[config.mk]
export PLATFORM = sky130hd
export DESIGN_NAME = hwmul_core
export DESIGN_NICKNAME = d
export VERILOG_FILES = /design/src/rtl/hwmul_pkg.sv /design/src/rtl/hwmul_array.sv /design/src/rtl/hwmul_fix.sv /design/src/rtl/hwmul_prodreg.sv /design/src/rtl/hwmul_core.sv
export SDC_FILE = /design/constraint.sdc
export NUM_CORES = 1
export LEC_CHECK = 0
export BUFFER_PORTS_ARGS = -buffer_cell sky130_fd_sc_hd__buf_2
export CORE_MARGIN = 2
export CORE_UTILIZATION = 29
export DETAILED_ROUTE_END_ITERATION = 12
export GPL_ROUTABILITY_DRIVEN = 0
export PLACE_DENSITY = 0.49
export SLEW_MARGIN = 0
export SYNTH_ARGS = -nofsm -noshare
export SYNTH_HDL_FRONTEND = slang
export SYNTH_SLANG_ARGS = --single-unit
[constraint.sdc]
create_clock -name clk -period 8.8 [get_ports clk]
set_input_delay 1.76 -clock clk [delete_from_list [all_inputs] [get_ports clk]]
set_output_delay 1.76 -clock clk [all_outputs]
set_load 0.01 [all_outputs]
[src/rtl/hwmul_pkg.sv]
package hwmul_pkg;
    localparam int DW = 8;
    localparam int PW = 2 * DW;

    typedef struct packed {
        logic [DW-1:0] hi;
        logic [DW-1:0] lo;
    } prod_t;

    typedef enum logic [1:0] {
        OP_IDLE = 2'd0,
        OP_MUL  = 2'd1,
        OP_FIX  = 2'd2,
        OP_LOAD = 2'd3
    } op_e;

    // multiply outranks fix, and any command outranks a direct write
    function automatic op_e pick_op(input logic mul, input logic fix,
                                    input logic whi, input logic wlo);
        if (mul)
            return OP_MUL;
        else if (fix)
            return OP_FIX;
        else if (whi || wlo)
            return OP_LOAD;
        return OP_IDLE;
    endfunction

    function automatic prod_t split_prod(input logic [PW-1:0] p);
        prod_t r;
        r.hi = p[PW-1:DW];
        r.lo = p[DW-1:0];
        return r;
    endfunction
endpackage

[src/rtl/hwmul_array.sv]
module hwmul_array
    import hwmul_pkg::*;
(
    input  logic [DW-1:0] a_i,
    input  logic [DW-1:0] b_i,
    output logic [PW-1:0] p_o
);
    logic [PW-1:0] pp [DW];

    for (genvar g = 0; g < DW; g++) begin : g_row
        assign pp[g] = b_i[g] ? (PW'(a_i) << g) : '0;
    end

    always_comb begin
        p_o = '0;
        for (int k = 0; k < DW; k++)
            p_o = p_o + pp[k];
    end
endmodule

[src/rtl/hwmul_fix.sv]
module hwmul_fix
    import hwmul_pkg::*;
(
    input  logic [DW-1:0] hi_i,
    input  logic [DW-1:0] sub_i,
    input  logic [DW-1:0] sgn_src_i,
    output logic [DW-1:0] hi_o
);
    always_comb begin
        if (sgn_src_i[DW-1])
            hi_o = hi_i - sub_i;
        else
            hi_o = hi_i;
    end
endmodule

[src/rtl/hwmul_prodreg.sv]
module hwmul_prodreg
    import hwmul_pkg::*;
(
    input  logic          clk,
    input  logic          rst,
    input  op_e           op,
    input  prod_t         mul_val,
    input  logic [DW-1:0] fix_hi,
    input  logic          wr_hi,
    input  logic          wr_lo,
    input  logic [DW-1:0] wr_data,
    output prod_t         q
);
    prod_t nxt;

    always_comb begin
        nxt = q;
        case (op)
            OP_MUL: nxt = mul_val;
            OP_FIX: nxt.hi = fix_hi;
            OP_LOAD: begin
                if (wr_hi) nxt.hi = wr_data;
                if (wr_lo) nxt.lo = wr_data;
            end
            default: nxt = q;
        endcase
    end

    always_ff @(posedge clk) begin
        if (rst)
            q <= '0;
        else
            q <= nxt;
    end


    fix_keeps_lo_chk: assert property (@(posedge clk) disable iff (rst)
        (op == OP_FIX) |=> (q.lo == $past(q.lo)));
endmodule

[src/rtl/hwmul_core.sv]
module hwmul_core
    import hwmul_pkg::*;
(
    input  logic          clk,
    input  logic          rst,
    input  logic [DW-1:0] wreg_i,
    input  logic [DW-1:0] opnd_i,
    input  logic          mul_cmd,
    input  logic          fix_cmd,
    input  logic          wr_hi,
    input  logic          wr_lo,
    input  logic [DW-1:0] wr_data,
    output logic [DW-1:0] prod_hi,
    output logic [DW-1:0] prod_lo
);
    logic [PW-1:0] raw_prod;
    logic [DW-1:0] fixed_hi;
    prod_t         state;
    op_e           op;

    assign op = pick_op(mul_cmd, fix_cmd, wr_hi, wr_lo);

    hwmul_array u_array (
        .a_i (wreg_i),
        .b_i (opnd_i),
        .p_o (raw_prod)
    );

    hwmul_fix u_fix (
        .hi_i      (state.hi),
        .sub_i     (wreg_i),
        .sgn_src_i (opnd_i),
        .hi_o      (fixed_hi)
    );

    hwmul_prodreg u_reg (
        .clk     (clk),
        .rst     (rst),
        .op      (op),
        .mul_val (split_prod(raw_prod)),
        .fix_hi  (fixed_hi),
        .wr_hi   (wr_hi),
        .wr_lo   (wr_lo),
        .wr_data (wr_data),
        .q       (state)
    );

    assign prod_hi = state.hi;
    assign prod_lo = state.lo;


    mul_result_chk: assert property (@(posedge clk) disable iff (rst)
        mul_cmd |=> ({prod_hi, prod_lo} == PW'($past(wreg_i)) * PW'($past(opnd_i))));


    fix_skip_chk: assert property (@(posedge clk) disable iff (rst)
        (fix_cmd && !mul_cmd && !opnd_i[DW-1]) |=> $stable(prod_hi));


    idle_hold_chk: assert property (@(posedge clk) disable iff (rst)
        (!mul_cmd && !fix_cmd && !wr_hi && !wr_lo) |=> ($stable(prod_hi) && $stable(prod_lo)));


    write_blocked_chk: assert property (@(posedge clk) disable iff (rst)
        (fix_cmd && !mul_cmd && wr_lo) |=> $stable(prod_lo));
endmodule

[Word level (Yosys, flattened, before mapping)]
Index checks and enable logic that the tools add are counted.
Word-level totals
  register bits after elaboration: 16
  input bits: 30
  output and inout bits: 16
  logic and storage cells: 41
Operators by class
  add/sub/neg operators: 8
  equality and inequality tests: 6
  muxes and demuxes: 20
  reduce and logical (&&, ||, !) cells: 5
Operators with widths (number)
  $add A16 B16 Y16: 3
  $mux W8: 4
  $pmux W8 S3: 1
  $add A16 B12 Y16: 1
  $add A16 B13 Y16: 1
  $add A16 B14 Y16: 1
  $add A16 B15 Y16: 1
  $pmux W8 S2: 1
  $mux W15: 1
  $mux W14: 1
  $mux W13: 1
  $mux W12: 1
  $mux W11: 1
  $mux W10: 1
  $mux W9: 1
  $mux W2: 4
  $sub A8 B8 Y8: 1
  $ne A2 B2 Y1 const B: 3
  $eq A2 B2 Y1 const B: 2
  $mux W1: 3
  $reduce_and A3 Y1: 1
  $reduce_bool A3 Y1: 1
  $eq A2 B1 Y1 const B: 1
  $reduce_and A2 Y1: 1
  other kinds (2): 2

[Depth between registers and ports, before layout]
Gate-level depths: netlist (run 1).
  depth in word-level cells: 9
  mapped depth: 17
  gate-level depth less buffers: 16

[Cells and area by module]
From an unflattened synthesis (run 1), not the netlist that was laid out.
Unflattened totals
  cell total of the unflattened synthesis: 400
  area, all modules: 3465.8 sq um
By module, submodules not included
  hwmul_array: times used 1, cells an instance 223, area each 1965.6 sq um, sequential area each 0.0 sq um
  hwmul_prodreg: times used 1, cells an instance 113, area each 1023.5 sq um, sequential area each 320.3 sq um
  hwmul_fix: times used 1, cells an instance 60, area each 456.7 sq um, sequential area each 0.0 sq um
  hwmul_core: times used 1, cells an instance 4, area each 20.0 sq um, sequential area each 0.0 sq um

[Worst setup path after synthesis (run 1)]
Ideal clock, no wire load.
  path type: in2reg
  from: in opnd_i[7]
  to: reg u_reg.q[15] in the netlist's numbering
  setup time: 73 ps
  arrival: 5611 ps
  required time: 8727 ps
  setup slack: 3116 ps
  stages: 17
  path buffers: 1
  cell sequence: clkbuf_1 -> and2_1 -> fa_1 -> inv_1 -> fa_1 -> inv_1 -> fa_1 -> inv_1 -> fa_1 -> inv_1 -> ha_1 -> nand3_1 -> o2111ai_2 -> o22ai_2 -> xnor2_1 -> o221a_1 -> o22ai_2
Between the ends
  longest elaborated chain between the ends: 3
RTL lines
  start: declaration: RTL line hwmul_core.sv:7  | input logic [DW-1:0] opnd_i,
  $mux W15: RTL line hwmul_array.sv:11  | assign pp[g] = b_i[g] ? (PW'(a_i) << g) : '0;
  $add A16 B15 Y16: RTL line hwmul_array.sv:17  | p_o = p_o + pp[k];
  $pmux W8 S3: RTL line hwmul_prodreg.sv:18  | case (op)
  end signal: assignment: RTL line hwmul_prodreg.sv:33  | q <= nxt;
  end: declaration: RTL line hwmul_prodreg.sv:12  | output prod_t q
Parallel ways exist; a longest one is shown, timed or not.
A chain may end at the register's enable or synchronous reset.

[Worst setup path in the final report (run 1)]
Same ends and word-level chain as after synthesis.

==> flow_summary.ini, run 1 <==
[run_status]
status = completed

[route]
ant_nets = 0
drc = 0
drt_iter0_drc = 102
drt-vias-per-instance = 4.804
num_vias = 2575
wl_um = 7680
dr.pass1.iters = 4
wl_per_cell_um = 14.33

[floorplan]
die_width_um = 107.6
die_area_um2 = 11570
design.core.area_um2 = 10370
ios = 46
start_util_pct = 30.00
row_count = 37
die_y_um = 107.6

[logic_synthesis]
yosysTopAreaCell = fa_1
syn_avg_cell_area_um2 = 8.640
synth-seq-cells = 16
synthesis.nets = 467
yosys.area.top_type_share_pct = 25.10
yosysWarnings = 0
ys_top_cells_by_area = fa_1 (25%), ha_1 (15%), dfxtp_1 (10%), and2_1 (9.1%), inv_1 (5.8%)
seq_area_frac_synth_pct = 10.30
synth_ff_type = dfxtp_1
synth-edff-count = 0
synthArstFlopShare_pct = 0
netlist_instances = 360
synth_area_um2 = 3110
yosys.cell_types.count = 50

[sta]
rsz0062_at_grt = no
period_share_pct = 64.11
timing.fmax_mhz = 177.2
skew_ns = 0.0006561
tightestPinTransition_ns = 0.8294
setup_tns_ns = 0
layout_setup_ws_ns = 3.158
slew_viol_final = 0
setup_violations = 0
period_needed_ns = 5.642
final_hold_viol_count = 0
fin_hold_ws_ns = 0.4918
slew_headroom_pct = 44.40

[worst_setup_path]
cp_slowest_cell = fa_1
r2r_cells = 9
crit_cells = 17
path_delay_family = adder cells
crit_path_start_kind = primary input
critical_path.endpoint_type = register
regToRegStartpoint = u_reg.q[8]
crit_start = opnd_i[7]
max_stage_delay_ns = 0.55
r2r-end = u_reg.q[12]
cp_num_buf_inv = 5
crit_chain = buf_2 -> and2_1 -> fa_1 -> inv_1 -> fa_1 -> inv_1 -> fa_1 -> inv_1 -> fa_1 -> inv_1 -> ha_1 -> nand3_1 -> o2111ai_2 -> o22ai_2 -> xnor2_1 -> o221a_1 -> o22ai_2
arrival_ns = 5.77
crit_type = in -> reg
r2r_slack_ns = 6.85
critPathMaxFanout = 10
cp_data_required_time_ns = 8.93
crit_end = u_reg.q[15]

[final_layout]
num_antenna_cells = 0
final_layout_size_suffix_gt1_share_pct = 14.75
area_growth_pct = 11.91
reg.largest.list = u_reg.q x16
fill_cells = 1138
largest_reg_flops = 16
final_util_pct = 33.57
nNetsFinal = 509
largest-register = u_reg.q

[pwr]
vdd_ir_drop_max_v = 0.00005383
pwr_density_cell_nw_per_um2 = 193.8
power.total_mw = 0.6747
power.leakage_nw = 1.764

[cts]
cts_buffers = 3
cts_tree = yes
cts_buffer_depth = 2
cts-root-buf = clkbuf_8
cts_hold_buf = 0
clk_pin_slew_ns = 0.07
clkLatencyLatePin_ns = 0.25
cts_resized = 0
cts.htree.levels = 1
cts.sinks = 16
post_cts_buffers = 0

[global_routing]
first_global_vias = 2733
grt_use_total_pct = 14.48
overflow = 0
grt_max_degree = 20
grt_pass1_wl_um = 13460
antenna_found_initial = 0

[job]
cap_violations = 0

[hold_path]
hp-class = reg -> reg

[placement]
dp_slack_ns = 2.848
post-dp-hpwl_um = 6480
port-buffer-count = 45
-- placed cells by master, fill, tap and decap left out, types with 4 or more instances in the layout --
master / instances
xor2_1: 4
a21oi_1: 12
xnor2_1: 12
inv_1: 48
nand3_1: 4
buf_2: 45
mux2i_1: 5
dfxtp_1: 16
nor3_1: 4
ha_1: 38
o21ai_0: 4
nand2_1: 32
o211ai_1: 4
fa_1: 39
and2_1: 45
o21ai_1: 10
nor2_1: 26
a211oi_1: 8
-- worst register-to-register path, cell delays in order, from the launching register on --
cell,delay (ns)
dfxtp_1,0.33
inv_1,0.06
ha_1,0.17
inv_1,0.06
fa_1,0.39
a21oi_1,0.21
o21bai_1,0.10
xnor2_1,0.13
o211a_1,0.20
a211oi_1,0.20
-- through the flow --
| stage | cells | cell area, um^2 |
|---|---|---|
| global route | 536 | 3481 |
| floorplan | 360 | 3110 |
| global placement | 533 | 3440 |
| finish | 536 | 3481 |
| CTS | 536 | 3481 |
| detailed placement | 533 | 3440 |
-- final cells by class --
type                            count  area (um^2)  share of cell area, %
Timing Repair Buffer               45        225.2                  6.470
Inverter                           49        183.9                  5.284
Tap cell                          136        170.2                  4.889
Clock buffer                        3        41.29                  1.186
Multi-Input combinational cell    287         2540                  72.97
Sequential cell                    16        320.3                  9.202
-- cells in the mapped netlist, drive strengths merged, types with 8 or more instances --
library cell  instances
xnor2                12
ha                   38
a211oi                8
nand2                33
and2                 45
fa                   39
inv                  49
o21ai                14
a21oi                12
dfxtp                16
nor2                 26
-- how the worst min path moves through the flow --
stage	startpoint	endpoint	slack [ns]	cells past startpoint
3_5_place_dp	u_reg.q[0]	u_reg.q[0]	0.48	2
2_1_floorplan	u_reg.q[2]	u_reg.q[2]	0.52	2
4_1_cts	u_reg.q[0]	u_reg.q[0]	0.50	2
3_3_place_gp	u_reg.q[7]	u_reg.q[7]	0.48	2
5_1_grt	u_reg.q[3]	u_reg.q[3]	0.52	2
6_report	u_reg.q[0]	u_reg.q[0]	0.49	2
-- layer usage --
metal | vias to the layer above | part of all wire [%] | GRT usage [%] | wire (um)
met4 | 0 | 0.90 | 2.015 | 69
met2 | 44 | 50 | 25.97 | 3875
met3 | 6 | 3.2 | 1.695 | 244
li1 | 1268 | - | - | -
met1 | 1257 | 45 | 19.06 | 3492
met5 | - | 0 | 0 | 0
-- power by group --
group / internal [mW] / total, mW / switching (mW)
Combinational: 0.224 / 0.513 / 0.289
Sequential: 0.0911 / 0.106 / 0.0154
Clock: 0.0304 / 0.0555 / 0.0251
-- cells by family after synthesis --
| logic type | Yosys count | synth area share [%] |
|---|---|---|
| and+or+nand+nor | 126 | 21.04 |
| muxes | 5 | 1.609 |
| xor gates and xnor gates | 16 | 4.505 |
| adders and majority gates | 77 | 40.39 |
| buffers and inverters | 57 | 8.044 |
| DFF | 16 | 10.30 |
| AOI/OAI and AO/OA | 63 | 14.12 |
Power figures use the tool's default switching activity.
==> run 2, diff against run 1 <==
--- a/config.mk
+++ b/config.mk
@@ -10,7 +10,7 @@
 export CORE_UTILIZATION = 29
 export DETAILED_ROUTE_END_ITERATION = 12
 export GPL_ROUTABILITY_DRIVEN = 0
-export PLACE_DENSITY = 0.49
+export PLACE_DENSITY = 0.51
 export SLEW_MARGIN = 0
 export SYNTH_ARGS = -nofsm -noshare
 export SYNTH_HDL_FRONTEND = slang
==> constraint.sdc (replaced) <==
create_clock -name clk -period 4.7 [get_ports clk]
set_input_delay 0.94 -clock clk [delete_from_list [all_inputs] [get_ports clk]]
set_output_delay 0.94 -clock clk [all_outputs]
set_load 0.01 [all_outputs]
==> run 2 against run 1 <==
First-iteration DRC count up 6.9%; die area unchanged; wire length up 2.6%; non-clock buffer count rose by 32; sequential cell count is the same; hold slack improved by 0.0049 ns; power is 110% higher; global-route usage shrank 0.11 points; setup slack worse by 3.0 ns; cell area rose by 8.8%; critical path depth shrank 3; clock-buffer cell count up 1; critical endpoint unchanged; largest power group unchanged.
==> flow_summary.ini, run 2 (synthesized netlist as in run 1, its figures left out) <==
[hold_path]
min_from = u_reg.q[3]
hp-class = reg -> reg

[route]
num_vias = 2672
drt_iter0_drc = 109
ant_nets = 0
drt-vias-per-instance = 4.696
dr.pass1.iters = 4
wl_um = 7880
drc = 0
wl_per_cell_um = 13.85

[sta]
rsz0062_at_grt = no
fin_hold_ws_ns = 0.4967
setup_violations = 0
tightestPinTransition_ns = 0.8517
slew_headroom_pct = 42.91
final_hold_viol_count = 0
slew_viol_final = 0
timing.fmax_mhz = 221.2
period_needed_ns = 4.520
skew_ns = 0.001303
period_share_pct = 96.17

[global_routing]
grt_use_total_pct = 14.37
overflow = 0
grt_max_degree = 20
antenna_found_initial = 0
grt_pass1_wl_um = 13290
first_global_vias = 2736

[final_layout]
fill_cells = 1113
final_cell_mix = inv_1 (47), buf_2 (45), and2_1 (43)
area_growth_pct = 21.76
final_util_pct = 36.52
multi_input_area_um2 = 2592
num_antenna_cells = 0
final_common_cell = inv_1
largest-register = u_reg.q
instances_no_fill = 569
final_layout_size_suffix_gt1_share_pct = 23.09
nNetsFinal = 541
reg.largest.list = u_reg.q x16
seqCellArea_um2 = 320.3
largest_reg_flops = 16

[worst_setup_path]
critical_path.endpoint_type = register
regToRegStartpoint = u_reg.q[8]
critPathMaxFanout = 8
max_stage_delay_ns = 0.52
cp_data_required_time_ns = 4.84
cp_common_cell = fa_1
cp_num_buf_inv = 1
arrival_ns = 4.66
crit_type = in -> reg
path_delay_family = adder cells
cp_slowest_cell = fa_1
crit_chain = buf_2 -> and2_1 -> fa_1 -> fa_1 -> fa_1 -> ha_1 -> ha_1 -> fa_1 -> a21oi_2 -> o2111ai_4 -> o22ai_2 -> xnor2_1 -> o221a_1 -> o22ai_2
crit_start = opnd_i[4]
crit_path_start_kind = primary input

[floorplan]
die_y_um = 107.6
row_count = 37
die_area_um2 = 11570
start_util_pct = 30.00
ios = 46
design.core.area_um2 = 10370
die_width_um = 107.6

[cts]
cts.htree.levels = 1
cts_tree = yes
clk_pin_slew_ns = 0.07
cts-root-buf = clkbuf_8
clkLatencyLatePin_ns = 0.25
post_cts_buffers = 0
cts_buffer_depth = 2
cts_hold_buf = 0
cts_resized = 0
cts_buffers = 3
cts.sinks = 16

[placement]
port-buffer-count = 45
place_inst = 565
post-dp-hpwl_um = 6856

[job]
cap_violations = 0

[pwr]
vdd_ir_drop_max_v = 0.0001380
pwr_density_cell_nw_per_um2 = 382.7
power.leakage_nw = 1.930

[run_status]
status = completed
## run 2: cell count changes in the layout (fill, tap and decap cells not counted), moves of 2 or more
cell    change
and2_4      +2
buf_4      +32
and2_1      -2
ha_1        -3
ha_4        +2
## run 2: area by class of cell
type | count | area share (%)
Timing Repair Buffer | 77 | 12.29
Tap cell | 136 | 4.493
Inverter | 49 | 4.856
Multi-Input combinational cell | 287 | 68.45
Clock buffer | 4 | 1.454
Sequential cell | 16 | 8.457
## run 2: path summary, 6_finish.rpt
path / endpoint / slack, ns / cells past startpoint
hold / removal: u_reg.q[3] / 0.50 / 2
setup reg to reg: u_reg.q[12] / 2.68 / 9
setup / recovery: u_reg.q[15] / 0.18 / 14
hold reg to reg: u_reg.q[3] / 0.50 / 2
## run 2: worst register-to-register path, cell delays in order, from the launching register on
cell and delay, ns:
dfxtp_1 0.34, inv_1 0.06, ha_1 0.19, inv_1 0.07, fa_1 0.41, a21oi_1 0.22
o21bai_1 0.11, xnor2_1 0.14, o211a_1 0.22, a211oi_1 0.18
## run 2: routing by layer
layer  GRT usage [%]  up-vias  routed length (um)
met5               0        -                   0
met4          0.7326        0                   0
met3           1.271        0                 192
met2           25.38       31                3944
met1           20.01     1303                3743
li1                -     1338                   -
## run 2: report_power, final
part	total [mW]	internal (mW)	switching, mW
clock network	0.127	0.0745	0.0528
logic	1.12	0.547	0.574
registers	0.200	0.170	0.0299
## run 2: stage by stage
stage	instance area, um^2	TNS [ns]	setup slack (ns)	power (mW)
2_1_floorplan	3153	0	0.006100	0.9746
3_3_place_gp	3712	-0.2922	-0.08992	1.309
3_5_place_dp	3712	-0.4090	-0.1485	1.318
4_1_cts	3767	0	0.1309	1.454
5_1_grt	3787	0	0.001807	1.620
6_report	3787	0	0.1798	1.449
